==> src/rtl/ocmp_pkg.sv <==
package ocmp_pkg;
  localparam int ADDR_W = 3;

  typedef enum logic [ADDR_W-1:0] {
    REG_CMP_HI = 3'd0,
    REG_CMP_LO = 3'd1,
    REG_STATUS = 3'd2,
    REG_CTRL   = 3'd3,
    REG_CNT_HI = 3'd4,
    REG_CNT_LO = 3'd5
  } reg_sel_e;

  localparam int CTRL_IE   = 0;
  localparam int CTRL_OE   = 1;
  localparam int CTRL_LVL  = 2;
  localparam int STAT_FLAG = 0;

  typedef struct packed {
    logic lvl;
    logic oe;
    logic ie;
  } ctrl_t;
endpackage

==> src/rtl/ocmp_timebase.sv <==
module ocmp_timebase #(
  parameter int CNT_W    = 16,
  parameter int PRESCALE = 4
) (
  input  logic             clk_i,
  input  logic             rst_ni,
  output logic [CNT_W-1:0] cnt_o,
  output logic             fresh_o
);
  logic             step;
  logic [CNT_W-1:0] cnt_q;
  logic             fresh_q;

  generate
    if (PRESCALE > 1) begin : g_div
      localparam int PW = $clog2(PRESCALE);
      logic [PW-1:0] pre_q;
      always_ff @(posedge clk_i or negedge rst_ni) begin
        if (!rst_ni)   pre_q <= '0;
        else if (step) pre_q <= '0;
        else           pre_q <= pre_q + 1'b1;
      end
      assign step = (pre_q == PW'(PRESCALE - 1));
    end else begin : g_nodiv
      assign step = 1'b1;
    end
  endgenerate

  // fresh marks the first cycle of each counter value; reset value counts as new
  always_ff @(posedge clk_i or negedge rst_ni) begin
    if (!rst_ni) begin
      cnt_q   <= '0;
      fresh_q <= 1'b1;
    end else begin
      if (step) cnt_q <= cnt_q + 1'b1;
      fresh_q <= step;
    end
  end

  assign cnt_o   = cnt_q;
  assign fresh_o = fresh_q;
endmodule

==> src/rtl/ocmp_cmp_reg.sv <==
module ocmp_cmp_reg #(
  parameter int DATA_W = 8,
  localparam int CNT_W = 2 * DATA_W
) (
  input  logic              clk_i,
  input  logic              rst_ni,
  input  logic              wr_hi_i,
  input  logic              wr_lo_i,
  input  logic [DATA_W-1:0] wdata_i,
  output logic [CNT_W-1:0]  cmp_o,
  output logic              match_en_o
);
  logic [DATA_W-1:0] hi_q, lo_q;
  logic              inh_q;

  // inhibit starts set: no match until the first low-byte write
  always_ff @(posedge clk_i or negedge rst_ni) begin
    if (!rst_ni) begin
      hi_q  <= '0;
      lo_q  <= '0;
      inh_q <= 1'b1;
    end else begin
      if (wr_hi_i) begin
        hi_q  <= wdata_i;
        inh_q <= 1'b1;
      end
      if (wr_lo_i) begin
        lo_q  <= wdata_i;
        inh_q <= 1'b0;
      end
    end
  end

  assign cmp_o      = {hi_q, lo_q};
  assign match_en_o = ~inh_q;
endmodule

==> src/rtl/ocmp_event.sv <==
module ocmp_event (
  input  logic clk_i,
  input  logic rst_ni,
  input  logic match_i,
  input  logic clr_wr_i,
  input  logic stat_rd_i,
  input  logic oe_i,
  input  logic lvl_i,
  output logic flag_o,
  output logic pin_o
);
  logic flag_q, arm_q, pin_q;

  always_ff @(posedge clk_i or negedge rst_ni) begin
    if (!rst_ni) begin
      flag_q <= 1'b0;
      arm_q  <= 1'b0;
      pin_q  <= 1'b0;
    end else begin
      if (clr_wr_i)                 arm_q <= 1'b0;
      else if (stat_rd_i && flag_q) arm_q <= 1'b1;

      // a match outranks the clear
      if (match_i)                 flag_q <= 1'b1;
      else if (clr_wr_i && arm_q)  flag_q <= 1'b0;

      if (match_i && oe_i) pin_q <= lvl_i;
    end
  end

  assign flag_o = flag_q;
  assign pin_o  = pin_q;
endmodule

==> src/rtl/ocmp_channel.sv <==
module ocmp_channel #(
  parameter int DATA_W   = 8,
  parameter int PRESCALE = 4
) (
  input  logic                       clk_i,
  input  logic                       rst_ni,
  input  logic                       bus_wr_i,
  input  logic                       bus_rd_i,
  input  logic [ocmp_pkg::ADDR_W-1:0] bus_addr_i,
  input  logic [DATA_W-1:0]          bus_wdata_i,
  output logic [DATA_W-1:0]          bus_rdata_o,
  output logic                       cmp_pin_o,
  output logic                       irq_o
);
  import ocmp_pkg::*;
  localparam int CNT_W = 2 * DATA_W;

  logic [CNT_W-1:0] cnt_q, cmp_val;
  logic             cnt_fresh, match_en, match, flag_q;
  logic             wr_hi, wr_lo, wr_ctrl, rd_stat;
  ctrl_t            ctrl_q;
  logic [DATA_W-1:0] rd_mux;

  assign wr_hi   = bus_wr_i && (bus_addr_i == REG_CMP_HI);
  assign wr_lo   = bus_wr_i && (bus_addr_i == REG_CMP_LO);
  assign wr_ctrl = bus_wr_i && (bus_addr_i == REG_CTRL);
  assign rd_stat = bus_rd_i && (bus_addr_i == REG_STATUS);

  ocmp_timebase #(.CNT_W(CNT_W), .PRESCALE(PRESCALE)) u_tb (
    .clk_i   (clk_i),
    .rst_ni  (rst_ni),
    .cnt_o   (cnt_q),
    .fresh_o (cnt_fresh)
  );

  ocmp_cmp_reg #(.DATA_W(DATA_W)) u_cmp (
    .clk_i      (clk_i),
    .rst_ni     (rst_ni),
    .wr_hi_i    (wr_hi),
    .wr_lo_i    (wr_lo),
    .wdata_i    (bus_wdata_i),
    .cmp_o      (cmp_val),
    .match_en_o (match_en)
  );

  assign match = cnt_fresh && match_en && (cnt_q == cmp_val);

  ocmp_event u_evt (
    .clk_i     (clk_i),
    .rst_ni    (rst_ni),
    .match_i   (match),
    .clr_wr_i  (wr_lo),
    .stat_rd_i (rd_stat),
    .oe_i      (ctrl_q.oe),
    .lvl_i     (ctrl_q.lvl),
    .flag_o    (flag_q),
    .pin_o     (cmp_pin_o)
  );

  always_ff @(posedge clk_i or negedge rst_ni) begin
    if (!rst_ni)      ctrl_q <= '0;
    else if (wr_ctrl) ctrl_q <= ctrl_t'({bus_wdata_i[CTRL_LVL], bus_wdata_i[CTRL_OE],
                                          bus_wdata_i[CTRL_IE]});
  end

  always_comb begin
    rd_mux = '0;
    unique case (bus_addr_i)
      REG_CMP_HI: rd_mux = cmp_val[CNT_W-1:DATA_W];
      REG_CMP_LO: rd_mux = cmp_val[DATA_W-1:0];
      REG_STATUS: rd_mux[STAT_FLAG] = flag_q;
      REG_CTRL: begin
        rd_mux[CTRL_IE]  = ctrl_q.ie;
        rd_mux[CTRL_OE]  = ctrl_q.oe;
        rd_mux[CTRL_LVL] = ctrl_q.lvl;
      end
      REG_CNT_HI: rd_mux = cnt_q[CNT_W-1:DATA_W];
      REG_CNT_LO: rd_mux = cnt_q[DATA_W-1:0];
      default:    rd_mux = '0;
    endcase
  end

  assign bus_rdata_o = bus_rd_i ? rd_mux : '0;
  assign irq_o       = flag_q & ctrl_q.ie;
endmodule

==> config.mk <==
export PLATFORM = sky130hd
export DESIGN_NAME = ocmp_channel
export DESIGN_NICKNAME = d
export VERILOG_FILES = /design/src/rtl/ocmp_pkg.sv /design/src/rtl/ocmp_timebase.sv /design/src/rtl/ocmp_cmp_reg.sv /design/src/rtl/ocmp_event.sv /design/src/rtl/ocmp_channel.sv
export SDC_FILE = /design/constraint.sdc
export NUM_CORES = 1
export LEC_CHECK = 0
export CAP_MARGIN = 40
export CORE_MARGIN = 5
export CORE_UTILIZATION = 50
export DETAILED_ROUTE_END_ITERATION = 16
export PLACE_DENSITY = 0.77
export SLEW_MARGIN = 30
export SYNTH_ARGS = -nofsm -noshare
export SYNTH_HDL_FRONTEND = slang
export SYNTH_HIERARCHICAL = 1
export SYNTH_SLANG_ARGS = --single-unit
==> constraint.sdc <==
create_clock -name clk_i -period 1.9 [get_ports clk_i]
set_input_delay 0.38 -clock clk_i [delete_from_list [all_inputs] [get_ports clk_i]]
set_output_delay 0.38 -clock clk_i [all_outputs]
set_load 0.02 [all_outputs]
# After elaboration in Yosys (flattened, before gate mapping)

Cells that the tools add are included.

Word-level logic and storage cells: 47
Bits in registers: 42
Bits of input ports: 15
Output and inout bits: 10

Add/sub/neg operators: 2
Reduce and logical (&&, ||, !) cells: 13
Bitwise operators: 2
Equal/unequal tests: 7
Muxes and demuxes: 11

Operator list:

| kind                  | number |
|---|---|
| $pmux 5 s4            | 1 |
| $add 16x1->16 const B | 1 |
| $eq 16x16->1          | 1 |
| $pmux 2 s5            | 1 |
| $logic_and 1x1->1     | 9 |
| $mux 8                | 1 |
| $eq 3x2->1 const B    | 2 |
| $eq 3x3->1 const B    | 2 |
| $mux 1                | 6 |
| $pmux 1 s6            | 1 |
| $reduce_bool 2->1     | 3 |
| $eq 3x1->1 const B    | 1 |
| $logic_not 3->1       | 1 |
| $add 2x1->2 const B   | 1 |
| $eq 2x2->1 const B    | 1 |
| $mux 2                | 1 |
| $and 1x1->1           | 1 |
| $not 1->1             | 1 |

# Logic depth before layout (Yosys ltp)

Word-level depth: 5
Depth in mapped cells: 6

# Cells and area by module

Netlist, hierarchy kept.

By module, submodules not included:

| module        | seq. area each (µm²) | times used | area an instance (µm²) | cells each |
|---|---|---|---|---|
| ocmp_timebase | 476.7                | 1          | 867.1                  | 66 |
| ocmp_cmp_reg  | 426.7                | 1          | 703.2                  | 37 |
| ocmp_channel  | 75.1                 | 1          | 695.7                  | 83 |
| ocmp_event    | 75.1                 | 1          | 115.1                  | 9 |

# Worst setup path after synthesis

Ideal clock, no wire load.

Path kind: reg-to-reg
From: register u_tb.cnt_q[4], in the netlist u_tb/cnt_o[4]
To: register u_evt.pin_q, in the netlist u_evt/pin_o
Data required time: 1.775 ns
Slack: -0.006 ns
Stages on the path, launching flop included: 7
Period minus slack after synthesis: 1.906 ns
Arrival: 1.781 ns
Cell sequence: dfrtp_1 -> xnor2_1 -> nand4_1 -> or4_1 -> nor4_2 -> nand2_1 -> mux2_4

Cells in the longest elaborated chain, start to end: 3

Ends and longest elaborated chain:

| what                   | line                | text |
|---|---|---|
| start, declared        | ocmp_timebase.sv:11 | `logic [CNT_W-1:0] cnt_q;` |
| start signal, assigned | ocmp_timebase.sv:35 | `if (step) cnt_q <= cnt_q + 1'b1;` |
| $eq 16x16->1           | ocmp_channel.sv:46  | `assign match = cnt_fresh && match_en && (cnt_q == cmp_val);` |
| $logic_and 1x1->1      | ocmp_channel.sv:46  |  |
| via match              | ocmp_channel.sv:19  | `logic cnt_fresh, match_en, match, flag_q;` |
| $logic_and 1x1->1      | ocmp_event.sv:27    | `if (match_i && oe_i) pin_q <= lvl_i;` |
| end signal, assigned   | ocmp_event.sv:27    |  |
| end, declared          | ocmp_event.sv:12    | `logic flag_q, arm_q, pin_q;` |

The timed path passes the listed nets, and every way through them passes these cells.
A chain may end at the register's enable or synchronous reset.

# Final worst setup path

From: register u_tb.cnt_q[2], in the netlist u_tb/cnt_o[2]
To: register u_evt.pin_q, in the netlist u_evt/pin_o

The elaborated chain is that of the path after synthesis.

==> impl_results.md <==
- Number of sinks on the clock net: 42
- Critical Path Source: u_tb/cnt_o[2]
- Fraction of power consumed by sequential logic: 48.2%
- Failing checks: hold timing, setup timing
- TritonRoute pass-1 iters: 4
- I/O pins: 25
- Number of warnings printed during yosys synthesis: 6
- Count of endpoints failing hold in the final timing report: 7
- Via Count: 1856
- Vertical die dimension: 79.0 microns
- Clk network pwr share: 24.9%
- Die span in x: 79.0 microns
- Net load switching power: 0.615 mW
- Final Hold Slack: -3.93 ps
- Maxcap violations: 0
- Antenna diode instance count: 0
- Internal Power: 1.63 mW
- Number of nets in the layout: 291
- Gr ovfl total: 0
- Met1 track utilization from global routing: 26.0%
- Mapped Cells: 195
- Largest area contributor in the netlist: sky130_fd_sc_hd__dfrtp_1
- Buf+Inv Stages, Crit Path: 0
- Net Sw Frac: 27.5%
- Max Slew Vio Count: 0
- Logic pwr share: 27.0%
- Area of the mapped netlist: 2380 sq um
- Hold_buf cts: 0
- Worst setup margin: -144 ps
- Total Routing Usage GR: 20.9%
- Headroom to the max-slew limit: 73.9%
- RD Place Congestion: 0.824
- Critical Setup Path Class: flop to flop
- #FFs+latches synth: 42
- Number of buffers inserted by port buffering: 24
- Share of flip-flops with an asynchronous set or reset after synthesis: 100%
- Crit path required time: 2080 ps
- Setup crit start kind: flop
- Setup clock skew after layout: 6.97 ps
- Cell-by-cell trace of the critical path: xnor2_1, nand4_1, or4_4, nor4_4, nand2_1, mux2_4
- Starting Density: 51.1%
- Area of the die: 6240 sq um
- Critical path's largest stage delay: 560 ps
- CTS root buffer: sky130_fd_sc_hd__clkbuf_8
- Total stage count of the critical path: 6
- Final antenna-violating net count: 0
- Share of the synthesized area in the top cell type: 42.0%
- Critical-path maximum fanout: 3
- Final non-filler cell area: 3270 sq um
- TritonCTS clock tree: built
- Crit path capture type: flop
- Global-route wire length before repair: 9810 microns
- Critical R2R Launch: u_tb/cnt_o[2]
- Met2 track utilization from global routing: 34.8%
- Leading register cell type out of synthesis: sky130_fd_sc_hd__dfrtp_1
- Cells taking the most area after synthesis: sky130_fd_sc_hd__dfrtp_1 (42%), sky130_fd_sc_hd__mux2_4 (11%), sky130_fd_sc_hd__xnor2_1 (6.6%), sky130_fd_sc_hd__xor2_1 (4.8%), sky130_fd_sc_hd__nor4_2 (4.2%)
- H-tree levels: 2
- Most common cell after layout, fill and taps aside: sky130_fd_sc_hd__buf_4
- Count of different cell masters after synthesis: 43
- Maximum resistive drop on vdd: 0.537 mV
- Placed cell area: 3030 sq um
- Post-route DRC violation count: 0
- Vias per cell: 5.64
- Mean routed wirelength per cell: 19.1 microns
- Post-route fraction of the period consumed by the critical path: 108%
- Pin count of the biggest net entering global routing: 21
- Unrepaired setup endpoints after global routing: yes
- CTS buffer count: 5
- R2r worst-path depth: 6
- Relative area change from synthesis to final layout: 37.5%
- FF-to-FF End: u_evt/pin_o
- Proportion of synthesized chip area in sequential cells: 44.2%
- Top library cells by usage in the layout, fill and taps aside: sky130_fd_sc_hd__buf_4 (46), sky130_fd_sc_hd__dfrtp_1 (39), sky130_fd_sc_hd__mux2_4 (18)
- Run status: finished, violations left
- Clock slew at reported path FFs: 80 ps
- Mean instance size in the synthesized netlist: 12.2 sq um
- Data arrival time of the critical path: 2230 ps
- Initial antenna violation count: 0
- Post-Synthesis Net Count: 212
- Measured slew at the worst slew-check pin: 392 ps
- DRC violation total after the first TritonRoute iteration: 154
- Total of endpoints with negative setup slack in the final report: 4
- Vias in the first global route: 1929
- Insertion delay to the later sink of the worst-skew pair: 300 ps
- Floorplan core area: 4660 sq um
- Max frequency: 489 MHz
- End point of the critical path: u_evt/pin_o
- Final routed wirelength across all metal layers: 6290 microns
- EDFF count, synth: 0
- Layer carrying the most global-route usage: met2
- Placement-stage worst setup slack: -807 ps
- Worst path slowest cell: sky130_fd_sc_hd__or4_4
- HPWL Detailed: 4350 microns
- Maximum root-to-sink buffer count: 2
- Critical path's top delay family: simple AND/OR/NAND/NOR gates
- Register-to-register path setup slack: -140 ps
- Leak: 1.57 nW
- Minimum clock period after layout: 2040 ps
- Share of post-route cells with drive strength above 1: 45.5%
- Power per standard cell area: 684 nW/um^2
- Min-delay worst type: input pin to asynchronous set/reset pin
- Number of placement rows: 25
- Grt met3 use: 4.31%
-- through the flow --
stage | hold WS (ps) | util [%] | TNS, ps | total power [mW] | cells
floorplan | 84.4 | - | 0 | 1.36 | 195
finish | -3.93 | 70.3 | -332 | 2.24 | 329
CTS | 4.41 | 68.0 | -307 | 2.19 | 323
detailed placement | 324 | 65.0 | -8590 | 1.62 | 314
global placement | 319 | 65.0 | -8350 | 1.60 | 314
global route | 8.78 | 70.3 | -603 | 2.33 | 329
-- flip-flops by register name (all words and copies together), names as in the netlist --
name and cells:
ctrl_q 3, u_cmp/hi_q 8, u_cmp/inh_q 1, u_cmp/lo_q 8, u_evt/arm_q 1, u_evt/flag_o 1, u_evt/pin_o 1, u_tb/cnt_o 16
u_tb/fresh_o 1, u_tb/g_div.pre_q 2
-- worst min path at each step --
stage,start,to,slack [ps],cells after the start
after floorplan,rst_ni,ctrl_q[0],80,0
after global placement,rst_ni,ctrl_q[0],320,1
after detailed placement,rst_ni,ctrl_q[0],320,1
after CTS,rst_ni,ctrl_q[0],4,1
after global routing,rst_ni,ctrl_q[0],9,1
final,rst_ni,ctrl_q[0],-4,1
-- layer usage --
| metal | wire length (microns) | vias up |
|---|---|---|
| met3 | 392 | 14 |
| li1 | - | 865 |
| met5 | 0 | - |
| met4 | 184 | 0 |
| met2 | 3190 | 63 |
| met1 | 2520 | 914 |
-- area by class of cell --
cell class                 count  area [sq um]
timing repair buffer          78           708
fill                         327          1390
multi-input combinational    141          1340
clock buffer                   8          80.1
sequential                    42          1050
tap                           54          67.6
inverter                       6          22.5
-- cells in the mapped netlist, drive strengths merged (5+ instances only) --
library cell	number
nand3	11
mux2	22
and2	6
xnor2	18
mux2i	8
nor4	8
buf	6
xor2	13
nand4	8
nand2	11
inv	6
nor2	5
dfrtp	40
-- logic make-up after synthesis --
kind of cell	after synthesis	share of synthesized area (%)
AO/OA/AOI/OAI	14	4.26
XOR/XNOR	31	11.4
adder cells (fa/ha/maj)	2	1.05
buffers and inverters	12	2.94
flip-flops	42	44.2
multiplexers	32	18.5
AND/OR/NAND/NOR	62	17.6
-- power groups by stage --
| stage | clock network, mW | logic [mW] | registers (mW) |
|---|---|---|---|
| 2_1_floorplan | 0 | 0.287 | 1.08 |
| 3_3_place_gp | 0 | 0.514 | 1.09 |
| 3_5_place_dp | 0 | 0.529 | 1.09 |
| 4_1_cts | 0.561 | 0.558 | 1.08 |
| 5_1_grt | 0.603 | 0.639 | 1.09 |
| 6_report | 0.557 | 0.604 | 1.08 |
-- repair_timing --
item / in CTS / in global routing
setup buffers: 1 / 5
setup endpoints to repair: 9 / 7
gates cloned: 0 / 1
pin swaps: 11 / 5
gates resized for setup: 62 / 11
-- worst reg2reg max path, cell delays in order (launching register included) --
cell and delay [ps]:
sky130_fd_sc_hd__dfrtp_1 420, sky130_fd_sc_hd__xnor2_1 230, sky130_fd_sc_hd__nand4_1 110, sky130_fd_sc_hd__or4_4 560, sky130_fd_sc_hd__nor4_4 190, sky130_fd_sc_hd__nand2_1 110, sky130_fd_sc_hd__mux2_4 300
Note: power is estimated with default switching activity, not from simulation.
